==> src/rtl/can_tq_pkg.sv <==
package can_tq_pkg;

  // Map a raw divider code onto a power-of-two exponent, saturating at max_log2.
  function automatic int unsigned sel_to_log2(input int unsigned sel,
                                              input int unsigned max_log2);
    return (sel > max_log2) ? max_log2 : sel;
  endfunction

endpackage

==> src/rtl/can_tq_pow2_stage.sv <==
module can_tq_pow2_stage #(
  parameter int unsigned MAX_LOG2 = 4,
  parameter int unsigned LOG_W    = $clog2(MAX_LOG2 + 1)
) (
  input  logic             clk_i,
  input  logic             rst_ni,
  input  logic             en_i,
  input  logic [LOG_W-1:0] log2_i,
  output logic             strobe_o
);
  localparam int unsigned CNT_W = (MAX_LOG2 == 0) ? 1 : MAX_LOG2;

  logic [CNT_W-1:0] cnt_q, cnt_d;
  logic [CNT_W-1:0] limit;

  always_comb begin
    limit    = CNT_W'((1 << log2_i) - 1);
    strobe_o = en_i && (cnt_q == limit);
    if (!en_i || strobe_o) cnt_d = '0;
    else                   cnt_d = cnt_q + 1'b1;
  end

  always_ff @(posedge clk_i or negedge rst_ni) begin
    if (!rst_ni) cnt_q <= '0;
    else         cnt_q <= cnt_d;
  end

  // the counter never runs past the selected power-of-two limit
  assert_cnt_in_range_R2: assert property (@(posedge clk_i) disable iff (!rst_ni)
    cnt_q <= limit);

  // a disabled stage parks its counter at zero
  assert_idle_zero_R7: assert property (@(posedge clk_i) disable iff (!rst_ni)
    !en_i |=> cnt_q == '0);

endmodule

==> src/rtl/can_tq_half_stage.sv <==
module can_tq_half_stage (
  input  logic clk_i,
  input  logic rst_ni,
  input  logic en_i,
  input  logic strobe_i,
  output logic strobe_o
);
  logic phase_q, phase_d;

  always_comb begin
    strobe_o = en_i && strobe_i && phase_q;
    if (!en_i)         phase_d = 1'b0;
    else if (strobe_i) phase_d = ~phase_q;
    else               phase_d = phase_q;
  end

  always_ff @(posedge clk_i or negedge rst_ni) begin
    if (!rst_ni) phase_q <= 1'b0;
    else         phase_q <= phase_d;
  end

  // an output strobe always coincides with an upstream strobe
  assert_out_needs_in_R4: assert property (@(posedge clk_i) disable iff (!rst_ni)
    strobe_o |-> strobe_i);

  // two consecutive upstream strobes never both pass
  assert_alternates_R4: assert property (@(posedge clk_i) disable iff (!rst_ni)
    strobe_o |=> !strobe_o);

endmodule

==> src/rtl/can_tq_brp_stage.sv <==
module can_tq_brp_stage #(
  parameter int unsigned BRP_W = 4
) (
  input  logic             clk_i,
  input  logic             rst_ni,
  input  logic             en_i,
  input  logic             strobe_i,
  input  logic [BRP_W-1:0] brp_i,
  output logic             strobe_o
);
  logic [BRP_W-1:0] cnt_q, cnt_d;

  always_comb begin
    strobe_o = en_i && strobe_i && (cnt_q == brp_i);
    if (!en_i || strobe_o) cnt_d = '0;
    else if (strobe_i)     cnt_d = cnt_q + 1'b1;
    else                   cnt_d = cnt_q;
  end

  always_ff @(posedge clk_i or negedge rst_ni) begin
    if (!rst_ni) cnt_q <= '0;
    else         cnt_q <= cnt_d;
  end

  // the count stays within 0..P
  assert_cnt_le_p_R5: assert property (@(posedge clk_i) disable iff (!rst_ni)
    cnt_q <= brp_i);

  // inside a quantum (count already moved) the applied P does not change
  assert_brp_held_R8: assert property (@(posedge clk_i) disable iff (!rst_ni)
    cnt_q != '0 |-> $stable(brp_i));

endmodule

==> src/rtl/can_tq_prescaler.sv <==
module can_tq_prescaler
  import can_tq_pkg::*;
#(
  parameter int unsigned SEL_W    = 3,
  parameter int unsigned BRP_W    = 4,
  parameter int unsigned MAX_LOG2 = 4
) (
  input  logic             clk_i,
  input  logic             rst_ni,
  input  logic             en_i,
  input  logic [SEL_W-1:0] div_sel_i,
  input  logic [BRP_W-1:0] brp_i,
  output logic             tq_tick_o
);
  localparam int unsigned LOG_W = $clog2(MAX_LOG2 + 1);

  // reset: asserted asynchronously, released on a clock edge
  logic [1:0] rst_sync_q;
  logic       rst_n;

  always_ff @(posedge clk_i or negedge rst_ni) begin
    if (!rst_ni) rst_sync_q <= 2'b00;
    else         rst_sync_q <= {rst_sync_q[0], 1'b1};
  end
  assign rst_n = rst_sync_q[1];

  // active settings, copied while idle or at a quantum boundary
  logic [LOG_W-1:0] log2_q, log2_d, log2_req;
  logic [BRP_W-1:0] brp_q, brp_d;
  logic             tick_q, tick_d;
  logic             s1, s2, s3;

  always_comb begin
    log2_req = LOG_W'(sel_to_log2(int'(div_sel_i), MAX_LOG2));
    if (!en_i || s3) begin
      log2_d = log2_req;
      brp_d  = brp_i;
    end else begin
      log2_d = log2_q;
      brp_d  = brp_q;
    end
    tick_d = en_i && s3;
  end

  always_ff @(posedge clk_i or negedge rst_n) begin
    if (!rst_n) begin
      log2_q <= '0;
      brp_q  <= '0;
      tick_q <= 1'b0;
    end else begin
      log2_q <= log2_d;
      brp_q  <= brp_d;
      tick_q <= tick_d;
    end
  end

  can_tq_pow2_stage #(.MAX_LOG2(MAX_LOG2), .LOG_W(LOG_W)) pow2_i (
    .clk_i(clk_i), .rst_ni(rst_n), .en_i(en_i),
    .log2_i(log2_q), .strobe_o(s1));

  can_tq_half_stage half_i (
    .clk_i(clk_i), .rst_ni(rst_n), .en_i(en_i),
    .strobe_i(s1), .strobe_o(s2));

  can_tq_brp_stage #(.BRP_W(BRP_W)) brp_i_stage (
    .clk_i(clk_i), .rst_ni(rst_n), .en_i(en_i),
    .strobe_i(s2), .brp_i(brp_q), .strobe_o(s3));

  assign tq_tick_o = tick_q;

  // the tick is a single-cycle pulse (shortest period is two cycles)
  assert_tick_single_R6: assert property (@(posedge clk_i) disable iff (!rst_n)
    tq_tick_o |=> !tq_tick_o);

  // no tick follows a disabled cycle
  assert_idle_quiet_R7: assert property (@(posedge clk_i) disable iff (!rst_n)
    !en_i |=> !tq_tick_o);

  // the saturated exponent never exceeds the largest stage
  assert_log2_sat_R3: assert property (@(posedge clk_i) disable iff (!rst_n)
    log2_q <= LOG_W'(MAX_LOG2));

  // the tick stays low while reset is held
  always_ff @(posedge clk_i) begin
    if (!rst_ni) assert_reset_quiet_R1: assert (!tq_tick_o);
  end

endmodule

==> config.mk <==
export PLATFORM = sky130hd
export DESIGN_NAME = can_tq_prescaler
export DESIGN_NICKNAME = d
export VERILOG_FILES = /design/src/rtl/can_tq_pkg.sv /design/src/rtl/can_tq_pow2_stage.sv /design/src/rtl/can_tq_half_stage.sv /design/src/rtl/can_tq_brp_stage.sv /design/src/rtl/can_tq_prescaler.sv
export SDC_FILE = /design/constraint.sdc
export NUM_CORES = 1
export LEC_CHECK = 0
export ABC_AREA = 0
export CAP_MARGIN = 20
export CORE_MARGIN = 5
export CORE_UTILIZATION = 25
export DETAILED_ROUTE_END_ITERATION = 10
export GPL_ROUTABILITY_DRIVEN = 1
export PLACE_DENSITY = 0.47
export SETUP_SLACK_MARGIN = 0.1
export SYNTH_ARGS = -nofsm -noshare
export SYNTH_HDL_FRONTEND = slang
export SYNTH_HIERARCHICAL = 1
export SYNTH_SLANG_ARGS = --single-unit
==> constraint.sdc <==
create_clock -name clk_i -period 0.95 [get_ports clk_i]
set_clock_uncertainty 0.1 [all_clocks]
set_input_delay 0.1425 -clock clk_i [delete_from_list [all_inputs] [get_ports clk_i]]
set_output_delay 0.1425 -clock clk_i [all_outputs]
set_load 0.01 [all_outputs]
==> results.txt, run 1 <==
- Run status: finished, violations left
- The final reports fail on negative setup slack.
- Summing internal, switching and leakage power gives about 0.0021 W.
- Relative to the synthesized area, the layout overhead comes to 55.8%.
- The most used flip-flop cell after synthesis is dfrtp_1.
- The max-slew violation count was 0.
- Length of routed wiring on met1: 901 um
- The first global-routing pass estimated around 3500 um of wire.
- After filler insertion, the fill cell instance count of the layout stands at just over 400.
- On the critical path, the stage with the largest delay is an instance of dfrtp_1.
- Counting tap cells, the placed design contains a total of 170 instances.
- Number of enable flip-flop cells after synthesis: 0
- For this configuration, the core starts out at a cell density of between 20% and 30%.
- In this run the vertical extent of the chip is between 70 and 80 um.
* Clk Tree Root Cell: clkbuf_8
- The number of global-route vias before repair was between 800 and 900.
- In the final routed layout, each cell accounts on average for 11.3 um.
- The worst hold path belongs to the class reg -> async.
- Entering global routing, the biggest net connects 18 pins.
- Setup repair after global routing could not meet its margin everywhere.
- CORE AREA: around 0.0040 mm^2
- Using the TritonRoute via totals, the vias-per-cell ratio works out to around 4.3.
* Gr usage total: roughly 8.4%
* Power density cells: 1300 mW/mm^2
* Peak per-stage delay on the critical path: around 0.42 ns
- After floorplanning, the core was divided into 23 placement rows.
- Portion of the clock cycle consumed by the worst path in the final layout: 260%
- Met3 wire length: 55 um
* # port buffers: 10
- After clock tree synthesis, the clock-pin slew on the worst setup and hold paths is ~0.08 ns.
- Crit-path cells: nor3_4 > inv_2 > ha_4 > xor2_4 > xnor2_2 > and4_1 > and3_4 > and3_4 > nand2b_4 > mux2_4
- Mean cell area of the mapped netlist: roughly 13 um^2
- In the final layout, the multi-input gates occupy 646 um^2.
* Synthesis-stage register bit count: 19
- Final setup violation count: 18
* Time the worst path needs with I/O delays and setup: about 2.5 ns
- The clock passes through at most 2 buffers.
* Total global routing overflow: 0
- After legalization and detailed placement, the total HPWL measured roughly 1500 um.
- The setup check on the worst reg-to-reg path leaves a slack of -1.52 ns.
* Area of the die: roughly 0.0056 mm^2
- Across the VDD grid, the largest voltage drop is 0.672 mV.
- The detail route stage leaves a number of antenna-violating nets equal to 0.
* Cell class contributing the biggest share of worst-path delay: simple AND/OR/NAND/NOR gates
- Clock tree synthesis inserted a total of 3 buffers.
- Horizontal extent of the die: 74.6 um
* Clk sink count: 19
* Post-layout instance count excluding filler cells: approximately 180
- Number of nets produced by synthesis: between 90 and 100
- In the detailed route, the total length drawn on met2 is a little over 1000 um.
- Synthesis produced a netlist whose cell count is just over 80.
- Layout cells sized above 1: ~54%
- The number of antenna violations at the first check in global routing was 0.
- Across the whole layout, storage elements account for between 400 and 500 um^2.
* Post-Syn Area: 0.00104 mm^2
- CTS H-Tree Depth: 1
- Summed over all layers, the routed wires come to ~2000 um.
- For this run, the top clock speed supported by timing is 404 MHz.
* Number of antenna cells inserted: 0
- Data on the critical path arrives at its endpoint at ~2.5 ns.
- Count of endpoints failing hold in the final timing report: 0
* Final GP Congestion: around 0.77
- Yosys warning total: 6
* Sequential element share of the synthesized area: between 40% and 50%
- For this run, asynchronously set or reset flops after synthesis account for between 90% and 100%.
- The number of different library cells used by synthesis comes to 34.
* Type of element launching the critical path: flip-flop
- Final WS setup: -1.52 ns
- Classification of the worst setup path: reg -> reg
- First-pass DRT Iterations: 4
* Data required time at the worst endpoint: 0.99 ns
* Top metal layer carrying routed signals: met4
* Buffers & Inverters on Critical Path: 1
- The cell that appears most often on the critical path is and3_4.
* Final net count: approximately 150
* Worst-skew pair later-pin latency: around 0.26 ns
- STA classifies the critical path endpoint as a flip-flop.
- Summing over every cut layer, the via total after detailed routing is 786.
- DRC violation count after routing: 0
* Max-cap violation count: 0
- The first routing iteration left 13 violations.
- Number of primary I/O pins: 11
* CP max FO: 7
* Clock tree from TritonCTS: yes
- Leakage Power: about 0.74 nW
-- layout make-up --
class                      count  area share (%)
timing repair buffer          46            23.3
clock inverter                 1           0.462
sequential                    19            29.4
clock buffer                   3            2.54
multi-input combinational     59            39.8
inverter                       3           0.693
tap                           50            3.85
-- per-stage QoR --
stage	TNS (ns)	instance area [um^2]	util (%)	hold WS [ns]	setup WS [ns]
after floorplan	-21.65	1080	-	-0.253	-1.68
after global placement	-20.79	1450	36.0	0.0942	-1.50
after detailed placement	-21.52	1450	36.0	0.0917	-1.55
after CTS	-21.38	1580	39.1	0.0996	-1.51
after global routing	-23.72	1620	40.3	0.121	-1.65
final	-21.54	1620	40.3	0.0894	-1.52
-- sequential cells by signal, indices dropped and copies added (netlist names) --
signal,count
half_i/phase_q,1
brp_i_stage/cnt_q,4
log2_q,3
rst_sync_q,2
pow2_i/cnt_q,4
brp_q,4
tq_tick_o,1
-- path summary, 6_finish.rpt --
check                                   start       endpoint  depth (start not counted)
worst max-delay path                log2_q[1]      log2_q[1]                         10
worst min-delay path            rst_sync_q[1]       brp_q[2]                          1
worst max register to register      log2_q[1]      log2_q[1]                         10
worst min register to register  rst_sync_q[1]       brp_q[2]                          1
max in group asynchronous              rst_ni  rst_sync_q[1]                          2
min in group clk_i              rst_sync_q[0]  rst_sync_q[1]                          0
-- metal layers --
layer / vias to the layer above / track usage (%)
met4: 0 / 4.74
met2: 16 / 13.6
met5: - / 0
li1: 389 / -
met3: 4 / 1.22
met1: 377 / 10.7
-- layout by cell type, fill, tap and decap left out, drive strengths merged, types with 2 or more instances in the layout --
cell type / count
buf: 36
dfrtp: 19
clkdlybuf4s50: 9
xor2: 9
mux2: 7
nand2: 6
clkbuf: 3
a311oi: 3
nor2b: 3
inv: 3
ha: 3
xnor2: 3
and3: 2
o31ai: 2
and2: 2
o41ai: 2
nor2: 2
-- logic make-up (layout without fill, tap and decap cells) --
logic type      count (synthesis)  count (layout)  share of synthesized area (%)
compound gates                 12              12                           11.4
other cells                     1               1                          0.360
buf+inv                         4              53                           2.16
xor+xnor                       12              12                           10.8
flops                          19              19                           45.6
mux                             8               8                           11.0
simple gates                   23              23                           15.0
fa+ha+maj                       3               3                           3.60
-- power breakdown --
part	total, W	internal [W]	switching, W
clock	0.000585	0.000295	0.000290
combinational	0.000615	0.000362	0.000253
sequential	0.000912	0.000859	0.0000525
-- synthesized netlist by cell type (all sizes together) (2+ instances only) --
| cell type | number | area share, % |
|---|---|---|
| and3 | 2 | 1.3 |
| ha | 3 | 3.6 |
| xor2 | 9 | 8.3 |
| mux2 | 7 | 10 |
| nand2 | 6 | 2.2 |
| and2 | 2 | 1.3 |
| inv | 3 | 1.1 |
| o41ai | 2 | 1.7 |
| nor2b | 3 | 1.8 |
| a311oi | 3 | 3.1 |
| xnor2 | 3 | 2.5 |
| nor2 | 2 | 0.72 |
| o31ai | 2 | 1.4 |
| dfrtp | 19 | 46 |
-- what timing repair did --
item                       4_1_cts  5_1_grt
resized for setup               12        5
gates cloned                     0        0
setup endpoints to repair       18       18
pin swaps                        7        1
buffers inserted                 5        3
hold buffers                     1        0
hold endpoints to repair         2        0
No activity file was read; power rests on OpenSTA's default activity.
==> run 2, diff against run 1 <==
Settings changed: CORE_MARGIN 5 to 2.
==> results.txt, run 2 (same netlist as run 1, synthesis figures left out) <==
* Run status: finished, violations left
- Failing checks: negative setup slack
* Number of antenna violations at the first check in global routing: 0
* Reg-to-Reg Start: log2_q[2]
* Final setup violation count: 18
- Clk Tree Root Cell: clkbuf_8
- Iteration-0 DRC Markers: 7
- The final critical path takes up 262% of the cycle.
- Sort of element at the end of the critical path: flip-flop
- In this run the horizontal extent of the chip is 68.6 um.
- Once the floorplan was initialized, standard cells occupied between 20% and 30% of the core.
* Logic depth of the worst register-to-register path: 10
- Number of primary I/O pins: 11
- The internal portion of the total power is approximately 0.0015 W.
* Number of global-route vias before repair: approximately 770
- Setup repair after global routing missed its margin: true
- Of the total power, the share spent switching nets is 27.8%.
- Number of fillers in the final layout: roughly 380
- Floorplan die height: 68.6 um
- Row generation in the floorplan step produced 23 rows.
- Crit-path cells: nor3_4 > inv_2 > ha_4 > xnor2_2 > nor2_2 > and4_1 > and3_4 > and3_4 > nand2b_4 > mux2_4
- Clock-pin slew was measured on the worst setup and hold paths at roughly 0.08 ns.
- Area of the die: 0.00470 mm^2
- Final net count: roughly 140
- CTS H-Tree Depth: 1
- The setup path with the least slack is of type reg -> reg.
* Time the worst path needs with I/O delays and setup: 2.49 ns
* Count of endpoints failing hold in the final timing report: 0
* Total via count in the routed design: 762
- The worst register-to-register path ends at brp_q[3].
- Total power for the finished layout comes to approximately 0.0021 W.
- Critical path's most frequent cell: and3_4
- Global-route wire length before repair: between 3000 and 4000 um
- Global routing used 9.58% of the available tracks across all layers.
- Buffers inserted during clock tree synthesis total 3.
- Data required time at the worst endpoint: ~0.99 ns
* CP max FO: 7
- Worst reg2reg setup slack: -1.54 ns
- The core region is between 0.004 and 0.005 mm^2.
* Total global routing overflow: 0
- Cells with a size suffix above 1 make up a little over half of the layout.
- First-pass DRT Iterations: 4
- For the worst setup path, the data arrival time is roughly 2.5 ns.
* Peak Freq: 402 MHz
- In this run, flip-flops and latches consume between 40% and 50% of the power.
* Most frequent cells in the layout: buf_4 (32), dfrtp_1 (18), clkdlybuf4s50_1 (9)
* Post-detailed-routing wire length: ~2000 um
- DRC violation count after routing: 0
- For the final routed database, the setup TNS stands at -21.21 ns.
- Switching Power: a little under 0.0006 W
* Detailed placer's ending HPWL: 1560 um
- Buffers placed on the I/O ports in this run total 10.
- Clock power frac: between 20 and 30%
- Final GP Congestion: slightly above 0.7
- Largest voltage drop on the vdd net: just over 0.8 mV
- Hold timing on the final database bottoms out at a slack of 0.0872 ns.
- Type of element launching the critical path: flip-flop
- Prior to clock tree synthesis, the placed netlist has a worst setup slack of -1.55 ns.
- The longest clock path from root to sink contains 2 buffers.
* Classification of the worst-slack hold path: reg -> async
- Pin count of the biggest net entering global routing: 18
* Combinational share of power: between 20 and 30%
- Cell at the slowest stage of the critical path: dfrtp_2
* Most frequent standard cell in the layout excluding fill and tap cells: buf_4
- Clk sink count: 19
- In the final layout, the registers with the most flip-flops are brp_i_stage/cnt_q: 4 flops, brp_q: 4 flops, pow2_i/cnt_q: 4 flops.
- Max-cap violation count: 0
- After layout, the worst setup slack is -1.54 ns.
- TritonCTS built the clock tree.
* Final count of pins violating max slew: 0
- Final ANT Viol Nets: 0
- The repair_antennas step left the layout with diodes totalling 0.
* Per-cell via count in the routed design: 4.28
* Leakage Power: 0.720 nW
* Peak per-stage delay on the critical path: about 0.45 ns
* Power density cells: around 1300 mW/mm^2
* Area Growth Syn to Fin: 50.9%
- Worst-skew pair later-pin latency: 0.25 ns
- In the final routed layout, each cell accounts on average for roughly 12 um.
[run 2: power groups by stage]
stage          sequential, W  combinational, W  clock (W)
2_1_floorplan       0.000932          0.000276          0
3_3_place_gp        0.000925          0.000526          0
3_5_place_dp        0.000925          0.000533          0
4_1_cts             0.000912          0.000561   0.000600
5_1_grt             0.000917          0.000663   0.000620
6_report            0.000911          0.000617   0.000570
[run 2: through the flow]
stage	std cells	util, %	instance area, um^2
floorplan	82	-	1080
CTS	174	37.9	1520
global placement	169	36.1	1440
detailed placement	169	36.1	1440
finish	178	39.3	1570
global route	178	39.3	1570
[run 2: how the worst max path moves through the flow]
stage / to / cells past startpoint / startpoint / slack, ns
after floorplan: brp_q[0] / 11 / log2_q[1] / -1.68
after detailed placement: brp_q[3] / 10 / log2_q[1] / -1.55
after global routing: brp_q[0] / 10 / log2_q[2] / -1.64
final: brp_q[3] / 10 / log2_q[2] / -1.54
after CTS: brp_q[0] / 10 / log2_q[1] / -1.52
after global placement: log2_q[2] / 10 / log2_q[1] / -1.51
[run 2: cell type report]
cell class	count	area, um^2	share of cell area [%]
Clock buffer	3	41.3	2.63
Timing Repair Buffer	43	345	22.0
Multi-Input combinational cell	59	628	39.9
Tap cell	50	62.6	3.98
Sequential cell	19	477	30.3
Clock inverter	1	7.51	0.477
Inverter	3	11.3	0.716
[run 2: timing repair]
item / 4_1_cts / 5_1_grt
pin swaps: 5 / 2
endpoints found under the setup margin: 18 / 18
setup buffers: 1 / 5
resized for setup: 7 / 5
endpoints found under the hold margin: 2 / 0
hold buffers: 1 / 0
[run 2: layer usage]
layer	routed length, um	part of all wire (%)	track usage, %	vias to the layer above
li1	-	-	-	378
met1	922	45	11.7	372
met2	1060	51	16.8	10
met3	48	2.3	1.79	2
met4	27	1.3	3.25	0
met5	0	0	0	-
[run 2: critical path: cells and delay by family, from the launching register on]
kind	cells	cell delay (ns)
xor gates and xnor gates	1	0.12
adders and majority gates	1	0.24
buffers and inverters	1	0.06
DFF	1	0.45
muxes	1	0.31
and+or+nand+nor	6	1.09
==> run 3, diff against run 2 <==
Settings changed: CORE_MARGIN 2 to 5, SYNTH_HIERARCHICAL 1 to not set.
==> results.txt, run 3 <==
* Run status: finished, violations left
* Failing checks: negative setup slack
- Number of CTS-inserted buffers: 3
- Floorplan die height: ~72 um
- Ranking of synthesized cells by instance count: dfrtp_1 (19), mux2_2 (7), nand2_1 (7), xnor2_1 (7)
* Gr usage total: about 9.9%
* Final WS setup: -1.35 ns
* Synthesis-stage register bit count: 19
- The first global-routing pass estimated a little over 4000 um of wire.
- Pin count of the biggest net entering global routing: 18
- In this run the critical register-to-register path is launched from log2_q[1].
- Dominant cell by count in the synthesized netlist: dfrtp_1
* Final ANT Viol Nets: 0
- The routed design has ~2300 um of wire.
- The die covers just over 0.005 mm^2.
- The library cells used most frequently in the layout, excluding fill and tap cells, are buf_4 (23), dfrtp_1 (19), clkdlybuf4s50_1 (9).
* Power density cells: between 1000 and 1500 mW/mm^2
* Clk sink count: 19
- Number of nets produced by synthesis: 96
* Clock slew seen by the registers of the worst setup and hold paths: around 0.070 ns
- For this run, asynchronously set or reset flops after synthesis account for 100%.
- Port buffering added 10 buffers.
- The number of antenna violations at the first check in global routing is 0.
- Number of global-route vias before repair: just under 900
* Most used DFF post-synth: dfrtp_1
* Routed wire length per instance: approximately 13 um
* Peak Freq: 434 MHz
* Leakage Power: about 0.68 nW
- The max-slew violation count is 0.
- CP max FO: 7
* Iteration-0 DRC Markers: 40
- The clock network is responsible for approximately a quarter of the overall power.
* Clock tree from TritonCTS: yes
* Yosys warning total: 0
* DRC violation count after routing: 0
- The internal power of the cells totals roughly 0.0016 W.
* Count of endpoints failing hold in the final timing report: 0
- Sequential element share of the synthesized area: 49.4%
* Reg-to-Reg End: log2_q[2]
* Worst-skew pair later-pin latency: approximately 0.26 ns
- The biggest area contributor in the post-synthesis netlist is dfrtp_1.
- Worst reg2reg setup slack: -1.35 ns
- The final critical path takes up 242% of the cycle.
- In this run the biggest area consumer among cell types represents roughly half of the synthesized area.
- Area Growth Syn to Fin: 64.9%
- The number of antenna diodes in the final layout is 0.
- The root buffer cell chosen for the clock tree is clkbuf_8.
* Type of element launching the critical path: flip-flop
* CORE AREA: between 0.003 and 0.004 mm^2
* Sort of element at the end of the critical path: flip-flop
* Count of standard-cell rows: 22
- Total via count in the routed design: a little over 800
- The number of cells on the worst reg-to-reg path is 7.
* Setup repair after global routing missed its margin: true
- Largest regs: brp_i_stage.cnt_q: 4 flops, brp_q: 4 flops, pow2_i.cnt_q: 4 flops
* Synthesized instance count: 83
* Seq pwr share: around two fifths
* Final setup violation count: 18
- Once detailed placement completed, the half-perimeter wirelength came to between 1500 and 2000 um.
- Classification of the worst-slack hold path: reg -> async
- Prior to clock tree synthesis, the placed netlist has a worst setup slack of -1.49 ns.
- Cells with a size suffix above 1 make up between 40% and 50% of the layout.
- Switching Power: ~0.00066 W
* Number of primary I/O pins: 11
- Final net count: about 140
* Setup TNS Final: -21.21 ns
- Horizontal extent of the die: just over 70 um
* Per-cell via count in the routed design: between 4 and 5
- Max-cap violation count: 0
- Most frequent standard cell in the layout excluding fill and tap cells: buf_4
- Post-Syn Area: 962 um^2
- Max clock buf depth: 2
- The worst-case IR drop observed on VDD is ~0.67 mV.
- CTS H-Tree Depth: 1
- Combinational share of power: around 33%
- First-pass DRT Iterations: 6
- Data required time at the worst endpoint: around 1 ns
* Synth top area cells: dfrtp_1 (49%), mux2_2 (8.2%), xnor2_1 (6.4%)
- At the end of routability-driven placement, the weighted congestion stood at about 0.8.
- Count of distinct cell types in the synthesized netlist: 29
- Data on the critical path arrives at its endpoint at approximately 2.3 ns.
* Switching share of power: between 20% and 30%
* Mean cell area of the mapped netlist: 11.6 um^2
- Number of enable flip-flop cells after synthesis: 0
* Total global routing overflow: 0
- For this configuration, the core starts out at a cell density of 26.1%.
- Classification of the worst setup path: reg -> reg
* Time the worst path needs with I/O delays and setup: approximately 2.3 ns
-- run 3: cell types whose count changed after synthesis, sizes merged, moves of 3 or more --
cell / before / now
xor2: 9 / 2
xnor2: 3 / 7
a311oi: 3 / 0
nand3: 1 / 4
nor3: 1 / 4
-- run 3: worst max path at each step --
| stage | from | end | slack (ns) |
|---|---|---|---|
| floorplan | log2_q[1] | log2_q[2] | -1.66 |
| global placement | log2_q[1] | brp_q[2] | -1.48 |
| detailed placement | log2_q[1] | brp_q[3] | -1.49 |
| CTS | log2_q[1] | brp_q[3] | -1.37 |
| global route | log2_q[1] | brp_q[3] | -1.46 |
| finish | log2_q[1] | log2_q[2] | -1.35 |
-- run 3: layout make-up --
type | count | area, um^2
tap | 48 | 60.1
clock buffer | 4 | 45.0
inverter | 3 | 11.3
multi-input combinational | 60 | 657
fill | 356 | 2100
sequential | 19 | 475
timing repair buffer | 39 | 338
-- run 3: layer usage --
layer  global-route usage (%)  wire [um]  vias to the layer above
li1                         -          -                      396
met1                     13.8       1140                      394
met2                     14.7       1040                       14
met3                     2.22         55                        4
met4                     3.97         38                        0
met5                        0          0                        -
-- run 3: logic make-up after synthesis --
kind of cell	Yosys count	share of synthesized area, %
DFF	19	49.4
AOI/OAI and AO/OA	12	11.4
buffers and inverters	4	2.34
xor gates and xnor gates	9	8.19
other	1	0.390
muxes	8	9.23
adders and majority gates	3	3.90
and+or+nand+nor	27	15.1
-- run 3: repair_timing --
action	in CTS	in global routing
pin swaps	8	7
hold endpoints to repair	2	0
gates resized for setup	26	10
hold buffers	1	0
setup buffers	1	3
endpoints found under the setup margin	18	18
-- run 3: power by group through the flow --
| stage | clock network, W | logic (W) | registers [W] |
|---|---|---|---|
| final | 0.000575 | 0.000746 | 0.000911 |
| after global routing | 0.000633 | 0.000809 | 0.000921 |
| after CTS | 0.000597 | 0.000678 | 0.000912 |
| after detailed placement | 0 | 0.000535 | 0.000921 |
| after global placement | 0 | 0.000525 | 0.000923 |
| after floorplan | 0 | 0.000296 | 0.000938 |
-- run 3: worst max-delay path, stage by stage (launching register included) --
cell	delay (ns)
dfrtp_1	0.38
or3_4	0.40
ha_4	0.28
xor2_2	0.14
o211ai_1	0.16
o41ai_4	0.24
buf_6	0.19
mux2_4	0.30
-- run 3: metrics by stage --
step | cell area (um^2) | utilization, % | cells | hold slack [ns] | power, W
2_1_floorplan | 1010 | - | 83 | -0.253 | 0.00123
3_3_place_gp | 1340 | 36.4 | 164 | 0.0926 | 0.00145
3_5_place_dp | 1340 | 36.4 | 164 | 0.0963 | 0.00146
4_1_cts | 1510 | 41.0 | 170 | 0.106 | 0.00219
5_1_grt | 1590 | 43.0 | 173 | 0.144 | 0.00236
6_report | 1590 | 43.0 | 173 | 0.0886 | 0.00223
